[src/rtl/bterm_pkg.sv]
package bterm_pkg;
    typedef enum logic [2:0] {
        ST_IDLE   = 3'd0,
        ST_START  = 3'd1,
        ST_WAIT   = 3'd2,
        ST_ACK    = 3'd3,
        ST_NEGATE = 3'd4,
        ST_ERR    = 3'd5
    } bterm_state_e;
endpackage

[src/rtl/bterm_err_latch.sv]
module bterm_err_latch #(
    parameter int DEPTH = 1
) (
    input  logic clk,
    input  logic rst_n,
    input  logic err_raw,
    output logic err_lat
);
    logic [DEPTH-1:0] stage_q;

    generate
        if (DEPTH == 1) begin : g_single
            always_ff @(posedge clk or negedge rst_n) begin
                if (!rst_n) stage_q <= '0;
                else        stage_q <= err_raw;
            end
        end else begin : g_chain
            always_ff @(posedge clk or negedge rst_n) begin
                if (!rst_n) stage_q <= '0;
                else        stage_q <= {stage_q[DEPTH-2:0], err_raw};
            end
        end
    endgenerate

    assign err_lat = stage_q[DEPTH-1];
endmodule

[src/rtl/bterm_wait_ctr.sv]
module bterm_wait_ctr #(
    parameter int WAIT_W = 4
) (
    input  logic              clk,
    input  logic              rst_n,
    input  logic              load,
    input  logic [WAIT_W-1:0] load_val,
    input  logic              dec,
    output logic              is_zero,
    output logic              is_last
);
    logic [WAIT_W-1:0] cnt_q;

    always_ff @(posedge clk or negedge rst_n) begin
        if (!rst_n)                  cnt_q <= '0;
        else if (load)               cnt_q <= load_val;
        else if (dec && cnt_q != '0) cnt_q <= cnt_q - 1'b1;
    end

    assign is_zero = (cnt_q == '0);
    assign is_last = (cnt_q <= WAIT_W'(1));
endmodule

[src/rtl/bterm_mon_timer.sv]
module bterm_mon_timer #(
    parameter int TMO_W = 8
) (
    input  logic             clk,
    input  logic             rst_n,
    input  logic             clr,
    input  logic             run,
    input  logic [TMO_W-1:0] limit,
    output logic             expired
);
    logic [TMO_W-1:0] tmr_q;

    always_ff @(posedge clk or negedge rst_n) begin
        if (!rst_n)                   tmr_q <= '0;
        else if (clr)                 tmr_q <= '0;
        else if (run && tmr_q != '1)  tmr_q <= tmr_q + 1'b1;
    end

    assign expired = (tmr_q >= limit);
endmodule

[src/rtl/bus_term_ctrl.sv]
module bus_term_ctrl
    import bterm_pkg::*;
#(
    parameter int WAIT_W    = 4,
    parameter int TMO_W     = 8,
    parameter int ERR_DEPTH = 1
) (
    input  logic              clk,
    input  logic              rst_n,
    input  logic              start_req,
    input  logic              cs_access,
    input  logic [WAIT_W-1:0] wait_states,
    input  logic              mon_en,
    input  logic [TMO_W-1:0]  mon_limit,
    input  logic              ext_ack_n,
    input  logic              ext_err_n,
    output logic              ts_n,
    output logic              ack_n,
    output logic              ack_oe,
    output logic              err_n,
    output logic              err_oe,
    output logic              done,
    output logic              done_err
);
    bterm_state_e state_q, state_d;

    logic             accept;
    logic             cs_q, mon_q, neg_err_q;
    logic [TMO_W-1:0] lim_q;
    logic             err_lat, w_zero, w_last, tmo_hit;
    logic             done_q, done_err_q;
    logic             ext_done;

    assign accept = (state_q == ST_IDLE) && start_req;

    bterm_err_latch #(.DEPTH(ERR_DEPTH)) u_err_latch (
        .clk     (clk),
        .rst_n   (rst_n),
        .err_raw (~ext_err_n),
        .err_lat (err_lat)
    );

    bterm_wait_ctr #(.WAIT_W(WAIT_W)) u_wait_ctr (
        .clk      (clk),
        .rst_n    (rst_n),
        .load     (accept),
        .load_val (wait_states),
        .dec      (state_q == ST_WAIT),
        .is_zero  (w_zero),
        .is_last  (w_last)
    );

    bterm_mon_timer #(.TMO_W(TMO_W)) u_mon_timer (
        .clk     (clk),
        .rst_n   (rst_n),
        .clr     (accept),
        .run     ((state_q == ST_START) || (state_q == ST_WAIT)),
        .limit   (lim_q),
        .expired (tmo_hit)
    );

    // Access attributes captured when the request is taken
    always_ff @(posedge clk or negedge rst_n) begin
        if (!rst_n) begin
            cs_q  <= 1'b0;
            mon_q <= 1'b0;
            lim_q <= '0;
        end else if (accept) begin
            cs_q  <= cs_access;
            mon_q <= mon_en;
            lim_q <= mon_limit;
        end
    end

    // Next-state selection; latched error outranks acknowledge, which outranks the monitor
    always_comb begin
        state_d = state_q;
        unique case (state_q)
            ST_IDLE:   if (start_req) state_d = ST_START;
            ST_START: begin
                if (!ext_err_n)           state_d = ST_ERR;
                else if (cs_q && w_zero)  state_d = ST_ACK;
                else                      state_d = ST_WAIT;
            end
            ST_WAIT: begin
                if (err_lat)                  state_d = ST_ERR;
                else if (cs_q && w_last)      state_d = ST_ACK;
                else if (!cs_q && !ext_ack_n) state_d = ST_IDLE;
                else if (mon_q && tmo_hit)    state_d = ST_ERR;
                else                          state_d = ST_WAIT;
            end
            ST_ACK:    state_d = ST_NEGATE;
            ST_ERR:    state_d = ST_NEGATE;
            ST_NEGATE: state_d = ST_IDLE;
            default:   state_d = ST_IDLE;
        endcase
    end

    assign ext_done = (state_q == ST_WAIT) && (state_d == ST_IDLE);

    // State register and the registered completion report
    always_ff @(posedge clk or negedge rst_n) begin
        if (!rst_n) begin
            state_q    <= ST_IDLE;
            neg_err_q  <= 1'b0;
            done_q     <= 1'b0;
            done_err_q <= 1'b0;
        end else begin
            state_q    <= state_d;
            done_q     <= (state_d == ST_ACK) || (state_d == ST_ERR) || ext_done;
            done_err_q <= (state_d == ST_ERR);
            if (state_d == ST_ERR)      neg_err_q <= 1'b1;
            else if (state_d == ST_ACK) neg_err_q <= 1'b0;
        end
    end

    // Pin levels and enables
    always_comb begin
        ts_n   = 1'b1;
        ack_n  = 1'b1;
        ack_oe = 1'b0;
        err_n  = 1'b1;
        err_oe = 1'b0;
        unique case (state_q)
            ST_IDLE:  ;
            ST_START: ts_n = 1'b0;
            ST_WAIT:  ;
            ST_ACK: begin
                ack_n  = 1'b0;
                ack_oe = 1'b1;
            end
            ST_ERR: begin
                err_n  = 1'b0;
                err_oe = 1'b1;
            end
            ST_NEGATE: begin
                ack_oe = !neg_err_q;
                err_oe = neg_err_q;
            end
            default: ;
        endcase
    end

    assign done     = done_q;
    assign done_err = done_err_q;
endmodule

[config.mk]
export PLATFORM = sky130hd
export DESIGN_NAME = bus_term_ctrl
export DESIGN_NICKNAME = d
export VERILOG_FILES = /design/src/rtl/bterm_pkg.sv /design/src/rtl/bterm_err_latch.sv /design/src/rtl/bterm_wait_ctr.sv /design/src/rtl/bterm_mon_timer.sv /design/src/rtl/bus_term_ctrl.sv
export SDC_FILE = /design/constraint.sdc
export NUM_CORES = 1
export LEC_CHECK = 0
export ABC_AREA = 0
export BUFFER_PORTS_ARGS = -buffer_cell sky130_fd_sc_hd__buf_2
export CAP_MARGIN = 10
export CELL_PAD_IN_SITES_DETAIL_PLACEMENT = 1
export CELL_PAD_IN_SITES_GLOBAL_PLACEMENT = 2
export CORE_MARGIN = 4
export CORE_UTILIZATION = 34
export CTS_CLUSTER_DIAMETER = 50
export DETAILED_ROUTE_END_ITERATION = 7
export PLACE_DENSITY_LB_ADDON = 0.1
export RECOVER_POWER = 25
export SLEW_MARGIN = 30
export SYNTH_ARGS = -nofsm -noshare
export SYNTH_HDL_FRONTEND = slang
export SYNTH_SLANG_ARGS = --single-unit
export TNS_END_PERCENT = 20
[constraint.sdc]
create_clock -name clk -period 2.3 [get_ports clk]
set_clock_uncertainty 0.15 [all_clocks]
set_input_delay 0.46 -clock clk [delete_from_list [all_inputs] [get_ports clk]]
set_output_delay 0.46 -clock clk [all_outputs]
set_load 0.03 [all_outputs]
==> run summary, run 1 <==
Non-Filler Instances = 284
Setup TNS = 0 ps
Diodes inserted = 0
Critical Path Most Common Cell = inv_1
Final HPWL DP = 2950 µm
Setup crit start = u_wait_ctr.cnt_q[0]
Nets = 247
Post-Synth XOR/XNOR Area = 0.0468
Clock Tree Buf Depth = 2
Via-per-instance ratio = 4.94
Ys flop type = dfrtp_1
Min cycle time layout = 2150 ps
Worst VDD drop = 0.000460 V
Setup-failing EPs final = 0
Cell count after synthesis = 180
Combinational Power Share = 0.483
Mux cell area share after synthesis = 0.0260
Kind of critical path = reg -> reg
Synth Area in Adders = 0.0891
Part of the power in registers = 0.334
Largest family of logic cells by synthesized area = simple AND/OR/NAND/NOR gates
Initial DRC Count = 36
Critical path cell sequence = inv_1 > ha_1 > or2_2 > a31oi_1 > o221a_2 > and3_1 > inv_1 > a221o_1
Chip width = 78.4 µm
Synth Area in Simple Gates = 0.191
Fin. Hold Viols = 0
Mean Syn Cell Area = 9.36 µm²
Worst Tran Pin Value = 1590 ps
Placed cell area = 1910 µm²
Top-area cell type share of the netlist area = 0.431
Largest net degree at the start of global routing = 33
# IOs = 26
Total chip power = 2.54 mW
TritonCTS Sinks = 29
Worst r2r src = u_wait_ctr.cnt_q[0]
Die area = 6150 µm²
Clock network fraction of design power = 0.183
Switching part of the total power = 0.412
Port buffer count = 25
Critical path peak fanout = 4
CP Capture Type = flop
Req. time, crit path = 2310 ps
CP Launch Type = flop
Maxcap violations = 1
Syn. warnings = 0
Status = complete, but fails checks
Vias in the first global route = 1,476
Core Rows = 25
TritonCTS clock tree = built
Clock Latency Late Sink = 280 ps
F_max = 0.465 GHz
Leak pwr = 0.950 nW
Finished Cell Area = 2030 µm²
Pre-CTS setup slack = 80.7 ps
WP buf/inv = 2
Fill cells = 596
Int Power = 1.49 mW
Clock root cell = clkbuf_8
First-pass GRT wire length = 6810 µm
Hold Startpoint = mon_en
Initial Utilization = 0.354
Number of flops mapped to enable cells by yosys = 0
Die Ht = 78.4 µm
Tightest Hold Check Type = in -> reg
Clock Pin Slew Worst Setup and Hold Paths = 70 ps
Top delay family on crit path = compound AO/OA/AOI/OAI gates
Netlist cell types = 42
Synth Area in Compound Gates = 0.154
Relative slew slack = -0.0577
Ranking of synthesized cells by area = dfrtp_1, ha_1, nand2_1, inv_1, o21ai_0
Slowest cell on the critical path = dfrtp_1
Layout area overhead = 20.4%
RSZ-0062 raised after global routing = false
P per Cell Area = 1250 nW/µm²
Top cell type by total area after synthesis = dfrtp_1
Tcrit/Tclk final = 0.936
Routed WL = 3910 µm
CTS HTree Levels = 2
Synthesized area = 1690 µm²
GPL Wtd Cong = 0.809
CP arrival = 2160 ps
Async S/R FF share, synth = 1.00
Vias = 1,402
Resize count post-CTS = 0
Avg WL per Cell = 13.8 µm
Register bit total from synthesis = 29
Post-DRT Antenna Nets = 0
Register area share after synthesis = 0.431
DRC Markers = 0
Placed cells = 273
Failing checks = max-capacitance violations, max-slew violations
Grt ovf = 0
Core Region = 4750 µm²
CTS Buf Count = 5
Initial antenna violation count = 0
Net Sw Power = 1.05 mW
Max Slew Vio Count = 30
Overall Global Routing Usage = 0.140
Highest cell delay on the worst timing path = 400 ps
Share of cells above drive strength 1 = 0.244
Drt pass-1 iters = 4
Setup slack after layout = 147 ps
Net Count, Synth = 211
[per-stage QoR]
| step | hold slack, ps | util |
|---|---|---|
| final | 229 | 0.427 |
| after global placement | 359 | 0.401 |
| after detailed placement | 368 | 0.401 |
| after floorplan | 14.4 | - |
| after CTS | 90.7 | 0.423 |
| after global routing | 232 | 0.427 |
[state kept, by name, summed over array words and instances, names as in the netlist]
signal	cells
cs_q	1
done	1
done_err	1
lim_q	8
mon_q	1
neg_err_q	1
state_q	3
u_err_latch.err_lat	1
u_mon_timer.tmr_q	8
u_wait_ctr.cnt_q	4
[worst min-delay path, stage by stage]
cell	delay (ps)
buf_2	80
nand2_1	30
o21ai_0	50
[layout by cell type, fill, tap and decap left out, drive strengths merged, types with 2 or more instances in the layout]
master,count
buf,33
nor3,4
nor2,18
inv,18
and3,2
xor2,4
clkbuf,9
nand3,4
o21ai,13
nand4,3
ha,12
a32oi,3
a21oi,6
xnor2,5
dfrtp,29
mux2,3
nand2,24
a31oi,5
[power groups by stage]
stage / combinational [mW] / clock, mW / sequential (mW)
after floorplan: 0.895 / 0 / 0.836
after global placement: 1.15 / 0 / 0.851
after detailed placement: 1.19 / 0 / 0.860
after CTS: 1.21 / 0.487 / 0.852
after global routing: 1.40 / 0.518 / 0.875
final: 1.23 / 0.466 / 0.849
[routing by layer]
metal,routed length [µm],part of all wire,track usage,vias up
met2,1920,0.49,0.232,22
met5,0,0,0,-
met4,66,0.017,0.0664,0
li1,-,-,-,693
met1,1820,0.47,0.176,680
met3,109,0.028,0.0252,7
[path summary, 6_finish.rpt]
| path | slack, ps | cells past startpoint | to |
|---|---|---|---|
| hold reg to reg | 370 | 1 | u_mon_timer.tmr_q[6] |
| max in group asynchronous | 650 | 1 | lim_q[3] |
| setup / recovery | 150 | 8 | done |
| min in group asynchronous | 420 | 1 | lim_q[5] |
| hold / removal | 230 | 3 | mon_q |
| setup reg to reg | 150 | 8 | done |
[Yosys cell counts, drive strengths merged, types with 2 or more instances]
cell and count:
a21oi 6, a31oi 5, a32oi 3, and3 2, buf 3, clkbuf 3
dfrtp 29, ha 12, inv 18, mux2 3, nand2 24, nand3 4
nand4 3, nor2 18, nor3 4, o21ai 13, xnor2 5, xor2 4
[cell families after synthesis]
| group | Yosys count |
|---|---|
| xor gates and xnor gates | 9 |
| adders and majority gates | 12 |
| DFF | 29 |
| and+or+nand+nor | 64 |
| muxes | 4 |
| AOI/OAI and AO/OA | 38 |
| buffers and inverters | 24 |
[final cells by class]
class / instances / area, µm² / area share
clock buffer: 7 / 96.3 / 0.0475
inverter: 18 / 67.6 / 0.0333
multi-input combinational: 127 / 853 / 0.420
tap: 67 / 83.8 / 0.0413
sequential: 29 / 726 / 0.358
clock inverter: 1 / 5.00 / 0.00247
timing repair buffer: 35 / 198 / 0.0974
[repair_timing]
item                                    CTS  global route
endpoints found under the setup margin    0             1
hold buffers                              0             0
endpoints found under the hold margin     0             0
setup buffers                             0             3
Power figures use the tool's default switching activity.
==> inputs of run 2 (changes only) <==
Settings changed: ABC_AREA 0 to 1, CORE_UTILIZATION 34 to 32.
==> run 2 against run 1 <==
  * The flow still finishes with violations (max-capacitance violations, max-slew violations)
  * Critical path depth grew 4
  * Maximum frequency up 7.9%
  * Count of clock-buffer cells in the layout unchanged
  * Sequential share of layout area up 1.3 points
  * Core utilization is 2.2 points lower
  * Sequential cell count did not move
  * Setup slack improved by 160 ps
  * First-iteration DRC count is 28% lower
  * Non-clock buffer count fell by 8
  * Critical endpoint is now neg_err_q
==> run summary, run 2 <==
Top-area cell type share of the netlist area = 0.439 (was 0.431)
Max Slew Vio Count = 30 (unchanged)
Clock Tree Buf Depth = 2 (unchanged)
Tightest Hold Check Type = in -> reg (unchanged)
Largest registers = lim_q: 8 flops, u_mon_timer.tmr_q: 8 flops, u_wait_ctr.cnt_q: 4 flops (unchanged)
Kind of critical path = reg -> reg (unchanged)
Synth cell count leaders = nand2_1, dfrtp_1, inv_1 (was dfrtp_1, nand2_1, inv_1)
CTS Buf Count = 5 (unchanged)
Routed WL = 3980 µm (was 3910 µm)
Setup-failing EPs final = 0 (unchanged)
Status = complete, but fails checks (unchanged)
CTS HTree Levels = 2 (unchanged)
Most frequent cell after synthesis = nand2_1 (was dfrtp_1)
Clock root cell = clkbuf_8 (unchanged)
Core Rows = 25 (unchanged)
Post-layout util = 0.404 (was 0.427)
Cell count after synthesis = 207 (was 180)
Initial DRC Count = 26 (was 36)
Pre-CTS setup slack = 292 ps (was 80.7 ps)
RSZ-0062 raised after global routing = false (unchanged)
Leak pwr = 1.03 nW (was 0.950 nW)
Relative slew slack = -0.0584 (was -0.0577)
Top delay family on crit path = simple AND/OR/NAND/NOR gates (was compound AO/OA/AOI/OAI gates)
Vias = 1,469 (was 1,402)
Syn. warnings = 0 (unchanged)
Netlist cell types = 26 (was 42)
Setup slack after layout = 305 ps (was 147 ps)
Highest cell delay on the worst timing path = 420 ps (was 400 ps)
P per Cell Area = 1210 nW/µm² (was 1250 nW/µm²)
Most common cell after layout, fill and taps aside = nand2_1 (was dfrtp_1)
Clock Latency Late Sink = 280 ps (about the same)
Worst VDD drop = 0.000349 V (was 0.000460 V)
Async S/R FF share, synth = 1.00 (unchanged)
Mean Syn Cell Area = 7.98 µm² (was 9.36 µm²)
Req. time, crit path = 2310 ps (about the same)
Most frequent cells in the layout = nand2_1, dfrtp_1, inv_1, buf_2, o21ai_0 (was dfrtp_1, nand2_1, buf_2, inv_1, nor2_1)
First-pass GRT wire length = 7130 µm (was 6810 µm)
Port buffer count = 25 (unchanged)
Critical Path Most Common Cell = nand2_1 (was inv_1)
CP Launch Type = flop (unchanged)
Register bit total from synthesis = 29 (unchanged)
Slowest cell on the critical path = dfrtp_1 (unchanged)
Chip width = 79.9 µm (was 78.4 µm)
Clock Pin Slew Worst Setup and Hold Paths = 70 ps (about the same)
Share of cells above drive strength 1 = 0.197 (was 0.244)
Post-DRT Antenna Nets = 0 (unchanged)
Nets = 269 (was 247)
Vias in the first global route = 1,556 (was 1,476)
Min cycle time layout = 1990 ps (was 2150 ps)
CP Capture Type = flop (unchanged)
Final HPWL DP = 3090 µm (was 2950 µm)
Critical path peak fanout = 4 (unchanged)
Synthesized area = 1650 µm² (was 1690 µm²)
Setup TNS = 0 ps (unchanged)
Maxcap violations = 1 (unchanged)
Core Region = 4850 µm² (was 4750 µm²)
Via-per-instance ratio = 4.80 (was 4.94)
Avg WL per Cell = 13.0 µm (was 13.8 µm)
Number of flops mapped to enable cells by yosys = 0 (unchanged)
Ranking of synthesized cells by area = dfrtp_1, nand2_1, ha_1, o21ai_0, inv_1 (was dfrtp_1, ha_1, nand2_1, inv_1, o21ai_0)
Failing checks = max-capacitance violations, max-slew violations (unchanged)
Fin. Hold Viols = 0 (unchanged)
Ys flop type = dfrtp_1 (unchanged)
TritonCTS Sinks = 29 (unchanged)
Die area = 6380 µm² (was 6150 µm²)
Layout area overhead = 18.6% (was 20.4%)
Initial Utilization = 0.341 (was 0.354)
Resize count post-CTS = 0 (unchanged)
TritonCTS clock tree = built (unchanged)
Register area share after synthesis = 0.439 (was 0.431)
Worst Tran Pin Value = 1590 ps (about the same)
Overall Global Routing Usage = 0.143 (was 0.140)
Top cell type by total area after synthesis = dfrtp_1 (unchanged)
WP buf/inv = 0 (was 2)
GPL Wtd Cong = 0.775 (was 0.809)
Die Ht = 79.9 µm (was 78.4 µm)
Tcrit/Tclk final = 0.867 (was 0.936)
Drt pass-1 iters = 4 (unchanged)
Cts hold-fix bufs = 0 (unchanged)
Grt ovf = 0 (unchanged)
# IOs = 26 (unchanged)
F_max = 0.501 GHz (was 0.465 GHz)
Largest net degree at the start of global routing = 30 (was 33)
Diodes inserted = 0 (unchanged)
DRC Markers = 0 (unchanged)
Number of setup buffers added after CTS = 0 (unchanged)
Net Count, Synth = 238 (was 211)
Initial antenna violation count = 0 (unchanged)
Critical path cell sequence = ha_1 > a21oi_1 > o21a_1 > nand2_1 > nand2_1 > nand2_1 > nand2_1 > nand2_1 > o21ai_0 > nand2_1 > nand2_1 > nand2_1 (was inv_1 > ha_1 > or2_2 > a31oi_1 > o221a_2 > and3_1 > inv_1 > a221o_1)
CP arrival = 2010 ps (was 2160 ps)
## run 2: changes by cell type after synthesis, moves of 5 or more
cell     change
a21oi_1      +6
a31oi_1      -5
inv_1        +6
nand2_1     +33
nand3_1      +8
o21ai_0      +6
xnor2_1      -5
## run 2: final timing paths
kind | cells past startpoint | endpoint | from | slack, ps
hold / removal | 3 | lim_q[0] | mon_limit[0] | 220
min in group asynchronous | 1 | lim_q[5] | rst_n | 420
setup reg to reg | 12 | neg_err_q | u_mon_timer.tmr_q[7] | 310
setup / recovery | 12 | neg_err_q | u_mon_timer.tmr_q[7] | 310
max in group asynchronous | 1 | mon_q | rst_n | 660
hold reg to reg | 2 | lim_q[0] | lim_q[0] | 340
## run 2: tightest hold or removal path: stages
cell     delay (ps)
buf_2            70
nand2_1          40
nand2_1          50
## run 2: routing by layer
metal | global-route usage | share of wire | vias up
li1 | - | - | 740
met1 | 0.181 | 0.47 | 709
met2 | 0.242 | 0.49 | 16
met3 | 0.0305 | 0.023 | 4
met4 | 0.0456 | 0.012 | 0
met5 | 0 | 0 | -
## run 2: layout make-up
cell class / instances / area [µm²]
Fill cell: 627 / 2890
Multi-Input combinational cell: 148 / 811
Sequential cell: 29 / 726
Timing Repair Buffer: 27 / 138
Inverter: 27 / 101
Clock buffer: 7 / 96.3
Tap cell: 67 / 83.8
Clock inverter: 1 / 5.00
## run 2: kinds of logic after synthesis
logic type,count (synthesis),share of synthesized area
AOI/OAI and AO/OA,37,0.122
adders and majority gates,12,0.0908
buffers and inverters,30,0.0704
DFF,29,0.439
and+or+nand+nor,99,0.278
## run 2: where the power goes
group / leakage [nW] / internal (mW) / switching (mW)
logic: 0.606 / 0.360 / 0.709
registers: 0.367 / 0.700 / 0.126
clock network: 0.0542 / 0.270 / 0.201
total: 1.03 / 1.33 / 1.04
## run 2: stage by stage
stage | std cells | power, mW | cell area, µm² | hold WS (ps)
floorplan | 207 | 1.61 | 1650 | 14.4
global placement | 298 | 1.87 | 1860 | 343
detailed placement | 298 | 1.92 | 1860 | 328
CTS | 306 | 2.41 | 1960 | 85.7
global route | 306 | 2.62 | 1960 | 214
finish | 306 | 2.37 | 1960 | 222
